--- src/rtl/bus_class_arbiter.sv ---
module bus_class_arbiter #(
  parameter int NC = 4,
  parameter int NM = 2,
  parameter int CW = 4
) (
  input  logic            clk,
  input  logic            rst_n,
  input  logic            ready,
  input  logic [NC-1:0]   cache_hi_req,
  input  logic [NC-1:0]   cache_lo_req,
  input  logic [NM-1:0]   mem_req,
  input  logic            disp_hi_req,
  input  logic            disp_lo_req,
  input  logic [CW-1:0]   min_wait,
  output logic [NM+NC:0]  grant,
  output logic [2:0]      grant_class,
  output logic            no_grant
);

  localparam int NDEV = NM + NC + 1;
  localparam int MW   = (NC > NM) ? NC : NM;
  localparam int PW   = (MW > 1) ? $clog2(MW) : 1;
  localparam logic [CW-1:0] AMAX = {CW{1'b1}};
  localparam logic [2:0] C_NONE = 3'd0, C_CHI = 3'd1, C_MEM = 3'd2,
                         C_DHI = 3'd3, C_CLO = 3'd4, C_DLO = 3'd5;

  function automatic int rr_find(input logic [MW-1:0] el, input int ptr, input int n);
    int res;
    res = -1;
    for (int k = 0; k < MW; k++) begin
      if (k < n && res < 0) begin
        int i;
        i = ptr + k;
        if (i >= n) i = i - n;
        if (el[i]) res = i;
      end
    end
    return res;
  endfunction

  function automatic logic [PW-1:0] after(input int i, input int n);
    return (i + 1 >= n) ? '0 : PW'(i + 1);
  endfunction

  function automatic logic [CW-1:0] age_next(input logic [CW-1:0] a, input logic req, input logic take);
    if (!req || take) return '0;
    return (a == AMAX) ? a : a + 1'b1;
  endfunction

  logic [CW-1:0] age_chi [NC];
  logic [CW-1:0] age_clo [NC];
  logic [CW-1:0] age_mem [NM];
  logic [CW-1:0] age_dhi, age_dlo;
  logic [NC-1:0] el_chi, el_clo, take_chi, take_clo;
  logic [NM-1:0] el_mem, take_mem;
  logic          el_dhi, el_dlo, el_any;
  logic [PW-1:0] ptr_chi, ptr_clo, ptr_mem;
  logic [2:0]    wcls;
  int            widx;
  logic [NDEV-1:0] wvec;

  for (genvar i = 0; i < NC; i++) begin : g_cache
    assign el_chi[i]   = cache_hi_req[i] && (age_chi[i] >= min_wait);
    assign el_clo[i]   = cache_lo_req[i] && (age_clo[i] >= min_wait);
    assign take_chi[i] = ready && (wcls == C_CHI) && (widx == i);
    assign take_clo[i] = ready && (wcls == C_CLO) && (widx == i);
    always_ff @(posedge clk) begin
      if (!rst_n) begin
        age_chi[i] <= '0;
        age_clo[i] <= '0;
      end else begin
        age_chi[i] <= age_next(age_chi[i], cache_hi_req[i], take_chi[i]);
        age_clo[i] <= age_next(age_clo[i], cache_lo_req[i], take_clo[i]);
      end
    end
  end

  for (genvar i = 0; i < NM; i++) begin : g_mem
    assign el_mem[i]   = mem_req[i] && (age_mem[i] >= min_wait);
    assign take_mem[i] = ready && (wcls == C_MEM) && (widx == i);
    always_ff @(posedge clk) begin
      if (!rst_n) age_mem[i] <= '0;
      else        age_mem[i] <= age_next(age_mem[i], mem_req[i], take_mem[i]);
    end
  end

  assign el_dhi = disp_hi_req && (age_dhi >= min_wait);
  assign el_dlo = disp_lo_req && (age_dlo >= min_wait);
  assign el_any = (|el_chi) || (|el_mem) || el_dhi || (|el_clo) || el_dlo;

  always_comb begin
    int h_chi, h_mem, h_clo;
    h_chi = rr_find(MW'(el_chi), int'(ptr_chi), NC);
    h_mem = rr_find(MW'(el_mem), int'(ptr_mem), NM);
    h_clo = rr_find(MW'(el_clo), int'(ptr_clo), NC);
    wcls = C_NONE;
    widx = 0;
    if (h_chi >= 0)      begin wcls = C_CHI; widx = h_chi; end
    else if (h_mem >= 0) begin wcls = C_MEM; widx = h_mem; end
    else if (el_dhi)     wcls = C_DHI;
    else if (h_clo >= 0) begin wcls = C_CLO; widx = h_clo; end
    else if (el_dlo)     wcls = C_DLO;
    wvec = '0;
    case (wcls)
      C_CHI, C_CLO: wvec[NM + widx] = 1'b1;
      C_MEM:        wvec[widx] = 1'b1;
      C_DHI, C_DLO: wvec[NDEV-1] = 1'b1;
      default:      wvec = '0;
    endcase
  end

  always_ff @(posedge clk) begin
    if (!rst_n) begin
      age_dhi     <= '0;
      age_dlo     <= '0;
      ptr_chi     <= '0;
      ptr_clo     <= '0;
      ptr_mem     <= '0;
      grant       <= '0;
      grant_class <= C_NONE;
      no_grant    <= 1'b0;
    end else begin
      age_dhi <= age_next(age_dhi, disp_hi_req, ready && wcls == C_DHI);
      age_dlo <= age_next(age_dlo, disp_lo_req, ready && wcls == C_DLO);
      if (ready) begin
        grant       <= wvec;
        grant_class <= wcls;
        no_grant    <= (wcls == C_NONE);
        if (wcls == C_CHI) ptr_chi <= after(widx, NC);
        if (wcls == C_CLO) ptr_clo <= after(widx, NC);
        if (wcls == C_MEM) ptr_mem <= after(widx, NM);
      end else begin
        grant       <= '0;
        grant_class <= C_NONE;
        no_grant    <= 1'b0;
      end
    end
  end


  grant_onehot_chk: assert property (@(posedge clk) disable iff (!rst_n)
    $onehot0(grant) && !(no_grant && |grant));


  mem_below_cache_chk: assert property (@(posedge clk) disable iff (!rst_n)
    (grant_class == C_MEM) |-> $past(el_chi) == '0);


  none_eligible_chk: assert property (@(posedge clk) disable iff (!rst_n)
    no_grant |-> !$past(el_any));


  ready_gate_chk: assert property (@(posedge clk) disable iff (!rst_n)
    (|grant || no_grant || grant_class != C_NONE) |-> $past(ready));


  age_sat_chk: assert property (@(posedge clk) disable iff (!rst_n)
    ($past(age_dhi) == AMAX && $past(disp_hi_req) && grant_class != C_DHI) |-> age_dhi == AMAX);

  for (genvar i = 0; i < NM; i++) begin : g_mem_chk

    mem_aged_chk: assert property (@(posedge clk) disable iff (!rst_n)
      grant[i] |-> $past(mem_req[i] && age_mem[i] >= min_wait));
  end

endmodule

--- config.mk ---
export PLATFORM = sky130hd
export DESIGN_NAME = bus_class_arbiter
export DESIGN_NICKNAME = d
export VERILOG_FILES = /design/src/rtl/bus_class_arbiter.sv
export SDC_FILE = /design/constraint.sdc
export NUM_CORES = 1
export LEC_CHECK = 0
export BUFFER_PORTS_ARGS = -buffer_cell sky130_fd_sc_hd__buf_4
export CELL_PAD_IN_SITES_DETAIL_PLACEMENT = 1
export CELL_PAD_IN_SITES_GLOBAL_PLACEMENT = 1
export CORE_ASPECT_RATIO = 1.4
export CORE_MARGIN = 2
export CORE_UTILIZATION = 40
export CTS_BUF_LIST = sky130_fd_sc_hd__clkbuf_8
export DETAILED_ROUTE_END_ITERATION = 10
export GPL_TIMING_DRIVEN = 1
export MAX_ROUTING_LAYER = met4
export PLACE_DENSITY_LB_ADDON = 0.1
export SYNTH_ARGS = -nofsm -noshare
export SYNTH_HDL_FRONTEND = slang
export SYNTH_SLANG_ARGS = --single-unit
--- constraint.sdc ---
create_clock -name clk -period 11.74 [get_ports clk]
set_input_delay 1.174 -clock clk [delete_from_list [all_inputs] [get_ports clk]]
set_output_delay 1.174 -clock clk [all_outputs]
set_load 0.1 [all_outputs]
## Word-level counts from Yosys, hierarchy flattened

Memories as Yosys holds them, arrays and structs flattened.
Index checks and enable logic that the tools add are counted.
Widths: inputs -> output; s select.

- Flip-flop bits (word level): 25
- Memory bits (writable): 40
- Input port bits: 19
- Output and inout port bits: 11
- Word-level logic and storage cells: 346
- Memories: 3

- Add/subtract/negate cells: 31
- Magnitude comparators: 48
- Equality and inequality tests: 22
- Muxes and demuxes: 163
- Bitwise logic cells: 10
- Reductions and logical operators: 61

Memories:

| name | depth | width | rd ports | clocked after Yosys merged registers in | wr ports | line | text |
|---|---|---|---|---|---|---|---|
| age_chi | 4 | 4 | 4 | 0 | 4 | 50 | `logic [CW-1:0] age_chi [NC];` |
| age_clo | 4 | 4 | 4 | 0 | 4 | 51 | `logic [CW-1:0] age_clo [NC];` |
| age_mem | 2 | 4 | 2 | 0 | 2 | 52 | `logic [CW-1:0] age_mem [NM];` |

Operator list:

| operator | count |
|---|---|
| $mux 32 | 38 |
| $lt 32x4->1 const B | 10 |
| $lt 32x1->1 const B | 7 |
| $mux 4 | 56 |
| $ge 32x1->1 const B | 5 |
| $eq 32x3->1 const B | 2 |
| $lt 32x5->1 const B | 2 |
| $add 4x1->4 const B | 12 |
| $eq 4x4->1 const B | 12 |
| $ge 4x4->1 | 12 |
| $mux 1 | 48 |
| $add 3x32->32 const A | 1 |
| $add 32x2->32 const B | 1 |
| $eq 32x2->1 const B | 1 |
| $ge 32x3->1 const B | 1 |
| $ge 32x4->1 const B | 1 |
| $logic_not 32->1 | 1 |
| $logic_and 1x1->1 | 29 |
| $sub 3x3->4 const B | 6 |
| $bmux 1 s2 | 10 |
| $ge 3x3->1 const B | 6 |
| $mux 3 | 5 |
| $add 2x2->3 const B | 4 |
| $logic_not 1->1 | 12 |
| other kinds (20) | 53 |

## Depth between registers and ports, before layout

- Depth after elaboration: 41
- Depth in mapped cells: 24
- Gate-level depth less buffers: 23

## Worst setup path after synthesis

No wires, ideal clock.

- Path kind: input port to flip-flop
- Start point: input min_wait[1]
- End point: register ptr_clo[1]
- Setup time: 0.060 ns
- Arrival: 5.379 ns
- Data required time: 11.680 ns
- Path slack: 6.301 ns
- Cell stages on the path: 19
- Path buffers: 1
- Cell sequence: inv_1 ha_1 a2111oi_4 nor3_1 mux4_2 a211o_1 a31o_1 a311o_1 buf_6 and2_1 ha_1 nand2_1 ha_1 nor4bb_1 and4_1 nand2_1 a2111o_1 nand4_1 o31a_1

- Word-level cells in the longest chain between the ends: 20
- Elaborated cells between the ends (all ways): 95
- Those cells by class: 1 x add/sub; 23 x order compare; 1 x eq/ne; 57 x mux; 13 x reduce/logical

RTL lines:

| item | line | text |
|---|---|---|
| start, declared | 14 | `input logic [CW-1:0] min_wait,` |
| $ge 4x4->1 | 64 | `assign el_clo[i] = cache_lo_req[i] && (age_clo[i] >= min_wait);` |
| $logic_and 1x1->1 | 64 |  |
| $bmux 1 s2 | 35 | `if (el[i]) res = i;` |
| $mux 1 (not written as such) (2 in a row) | 35 |  |
| $mux 32 | 35 |  |
| $lt 32x1->1 or $mux 32 (tied branches) | 31, 35 |  |
| $mux 32 | 31 | `if (k < n && res < 0) begin` |
| $lt 32x1->1 or $mux 32 (tied branches) | 31, 35 |  |
| (+3 left out) | -- |  |
| $ge 32x1->1 | 101 | `else if (h_clo >= 0) begin wcls = C_CLO; widx = h_clo; end` |
| $mux 32 | 101 |  |
| $mux 32 | 100 | `else if (el_dhi) wcls = C_DHI;` |
| $mux 32 | 99 | `else if (h_mem >= 0) begin wcls = C_MEM; widx = h_mem; end` |
| $mux 32 | 98 | `if (h_chi >= 0) begin wcls = C_CHI; widx = h_chi; end` |
| $add 32x2->32 | 42 | `return (i + 1 >= n) ? '0 : PW'(i + 1);` |
| $ge 32x4->1 | 42 |  |
| $mux 2 | 42 |  |
| end signal, assigned | 130 | `if (wcls == C_CLO) ptr_clo <= after(widx, NC);` |
| end, declared | 57 | `logic [PW-1:0] ptr_chi, ptr_clo, ptr_mem;` |

Parallel ways exist; a longest one is shown, timed or not. The select of a mux whose other input is x is not followed.
A chain may end at the register's enable or synchronous reset.

## Worst setup path after layout

- Start point: input min_wait[2]
- End point: register ptr_clo[1]

Same word-level chain as after synthesis.

==> flow_summary_export.csv <==
group,metric,value,unit
layout,antenna-diode-count,0,
outcome,outcome,"completed",
layout,fillerInstances,1604,
setup_path,critPathCaptureType,"flip-flop",
synth,dominantRegCellSynth,"dfxtp_1",
layout,nets_finish,759,
setup_path,worst_ep_arrival_time,6520,ps
power_and_ir_drop,cellPowerDensity,97.9,mW/mm²
placed_design,port-buffer-count,29,
layout,areaGrowthSynthToFinish,11.8,%
global_routing,grt_antenna_before_repair,0,
clock_network,post_cts_buffers,0,
detailed_routing,num_vias,4776,
global_routing,grt_overflow,0,
timing,worst_slew_pin_slew,908,ps
floorplanning,num_io_pins,30,
detailed_routing,post_drt_wl_per_cell,17.8,µm
timing,maxClockFrequency,159,MHz
clock_network,htree_num_levels,3,
timing,hold_viol_final,0,
synth,yosys_warnings,0,
synth,synthDistinctLibCells,67,
floorplanning,die_x,102,µm
detailed_routing,drc,0,
timing,final-max-slew-violation-count,0,
clock_network,cts_made_buffers,9,
placed_design,place.detailed.instances,822,
floorplanning,core_area,0.0133,mm²
detailed_routing,count_of_nets_left_with_antenna_violations_after_detail_routing,0,
timing,finalWorstSetupSlack,5470,ps
global_routing,top_usage_layer,"met2",
power_and_ir_drop,post-layout-total-power,0.588,mW
setup_path,timing.critical_path.required,11990,ps
global_routing,grt_util_met1,25.0,%
timing,final.period_utilization,53.4,%
synth,synth_enable_flop_cells,0,
synth,yosysSeqAreaShare,24.2,%
floorplanning,die_area,0.0144,mm²
setup_path,critical_path_start_end_classification,"input port to flip-flop",
clock_network,clock-root-buffer,"clkbuf_8",
detailed_routing,drtPass1Iterations,4,
layout,post_layout_nonfiller_instances,838,
timing,setup_tns,0,ps
clock_network,cts_tree,"done",
floorplanning,core.rowCount,50,
setup_path,r2r_setup_slack,6110,ps
floorplanning,chipHeight,141,µm
clock_network,ctsLongestPathBuffers,2,
layout,mostFrequentLayoutCell,"ha_1",
detailed_routing,post_drt_via_cell_ratio,5.70,
global_routing,gr-usage-all-layers,22.2,%
timing,max-slew-margin-rel,39.5,%
clock_network,clkSinkCount,65,
global_routing,use_met2,38.3,%
global_routing,maximum_number_of_pins_on_one_net_before_global_route_repair,28,
floorplanning,initial_utilization,40.5,%
synth,ys_ff_latch,65,
setup_path,cp_max_fo,12,
clock_network,cts_resized,0,
setup_path,worst_setup_path_start_kind,"input port",
timing,setup-violations-final,0,
global_routing,globalRouteMet3Util,4.66,%
layout,final_core_util,45.3,%
worst_hold_path,hp-class,"flip-flop to flip-flop",
synth,post_synth.cell_area_avg,8.81,µm²
placed_design,place.gp.congestion,0.980,
detailed_routing,detailedRoute.firstIterationViolations,159,
clock_network,insertion_delay,360,ps
power_and_ir_drop,irDropWorstVdd,0.0465,mV
clock_network,clk_pin_slew,80,ps
placed_design,dp_hpwl,11.9,mm
layout,post_route_cells_drive_above_1_share,11.7,%
global_routing,global_route_wire_length_before_repair,24.2,mm
clock_network,cts_hold_buf,0,
placed_design,dpl_worst_slack,5110,ps
timing,clock_skew,15.7,ps
timing,grt_setup_unrepaired,"no",
detailed_routing,routed_wirelength,14.9,mm
timing,final_period_minus_worst_setup_slack,6270,ps
run,maxCapViolations,0,
synth,synthArstFlopShare,0,%
layout,layout.cells.most_common_list,"ha_1 (89), dfxtp_1 (65), nor3_1 (50)",
synth,synth.cell_area,0.00537,mm²
global_routing,first_global_vias,4873,
power_and_ir_drop,leakagePower,2.54,nW
synth,syn_inst,610,
==> layer usage <==
metal	wire (µm)	part of all wire [%]
met5	0	0
met4	435	2.9
met3	474	3.2
met2	7560	51
met1	6440	43
==> registers in the layout, indices dropped and copies added, names as in the netlist, 3 cells and up <==
register / cells
age_dhi: 4
age_mem: 8
age_dlo: 4
grant_class: 3
age_clo: 16
age_chi: 16
grant: 7
==> power by group <==
part | total, mW | leakage, nW | internal, mW | switching, mW
clock network | 0.190 | 0.102 | 0.0961 | 0.0938
registers | 0.237 | 0.528 | 0.227 | 0.00975
logic | 0.162 | 1.91 | 0.0577 | 0.104
==> path summary, 6_finish.rpt <==
kind / start / to / cells after the start
setup / recovery: min_wait[2] / ptr_clo[1] / 20
hold / removal: ptr_mem[1] / ptr_mem[1] / 2
setup reg to reg: ptr_chi[1] / ptr_clo[1] / 19
hold reg to reg: ptr_mem[1] / ptr_mem[1] / 2
==> through the flow <==
stage	cell area (µm²)	hold WS, ps
6_report	6010	531
5_1_grt	6010	579
4_1_cts	6010	532
3_5_place_dp	5820	514
3_3_place_gp	5820	501
2_1_floorplan	5420	479
==> synth_stat cells, types with 6 or more instances <==
cell type	number	share of area [%]
a211oi_4	8	3.0
a21oi_1	15	1.4
a31oi_1	10	1.2
clkbuf_1	11	0.77
dfxtp_1	65	24
ha_1	89	21
inv_1	30	2.1
mux2i_1	16	3.0
mux4_2	6	2.5
nand2_1	36	2.5
nand2b_1	12	1.4
nand3_1	39	3.6
nand3b_1	9	1.3
nand4_1	7	0.82
nor2_1	41	2.9
nor3_1	50	4.7
nor3b_1	11	1.5
o211ai_1	6	0.84
o21a_1	10	1.4
o21ai_0	24	2.2
xnor2_1	12	2.0
==> critical path, cell delays in order <==
cell and delay (ps):
buf_4 110, inv_1 460, ha_1 330, nor3_1 90, or3_1 410, mux4_2 540
nor3b_1 240, a31o_1 260, a311o_1 810, and2_1 320, ha_1 260, nand2_1 110
ha_1 320, nor4bb_1 140, and4_1 220, nand3_1 80, inv_1 60, a21oi_1 160
nand4_1 140, o31a_1 260
==> cell families (layout without fill, tap and decap cells) <==
family | Yosys count | in the layout | synth area share (%)
AOI/OAI and AO/OA | 131 | 131 | 20.0
xor gates and xnor gates | 12 | 12 | 1.96
adders and majority gates | 89 | 89 | 20.7
buffers and inverters | 48 | 81 | 3.52
DFF | 65 | 65 | 24.2
muxes | 25 | 25 | 6.13
other | 2 | 15 | 0.140
and+or+nand+nor | 238 | 238 | 23.3
==> area by class of cell <==
type	count	area (µm²)	share of cell area, %
inverter	34	128	2.12
clock inverter	7	63.8	1.06
clock buffer	9	124	2.06
timing repair buffer	31	233	3.87
multi-input combinational	510	3930	65.4
sequential	65	1300	21.7
tap	182	228	3.79
(Power assumes the default switching activity.)
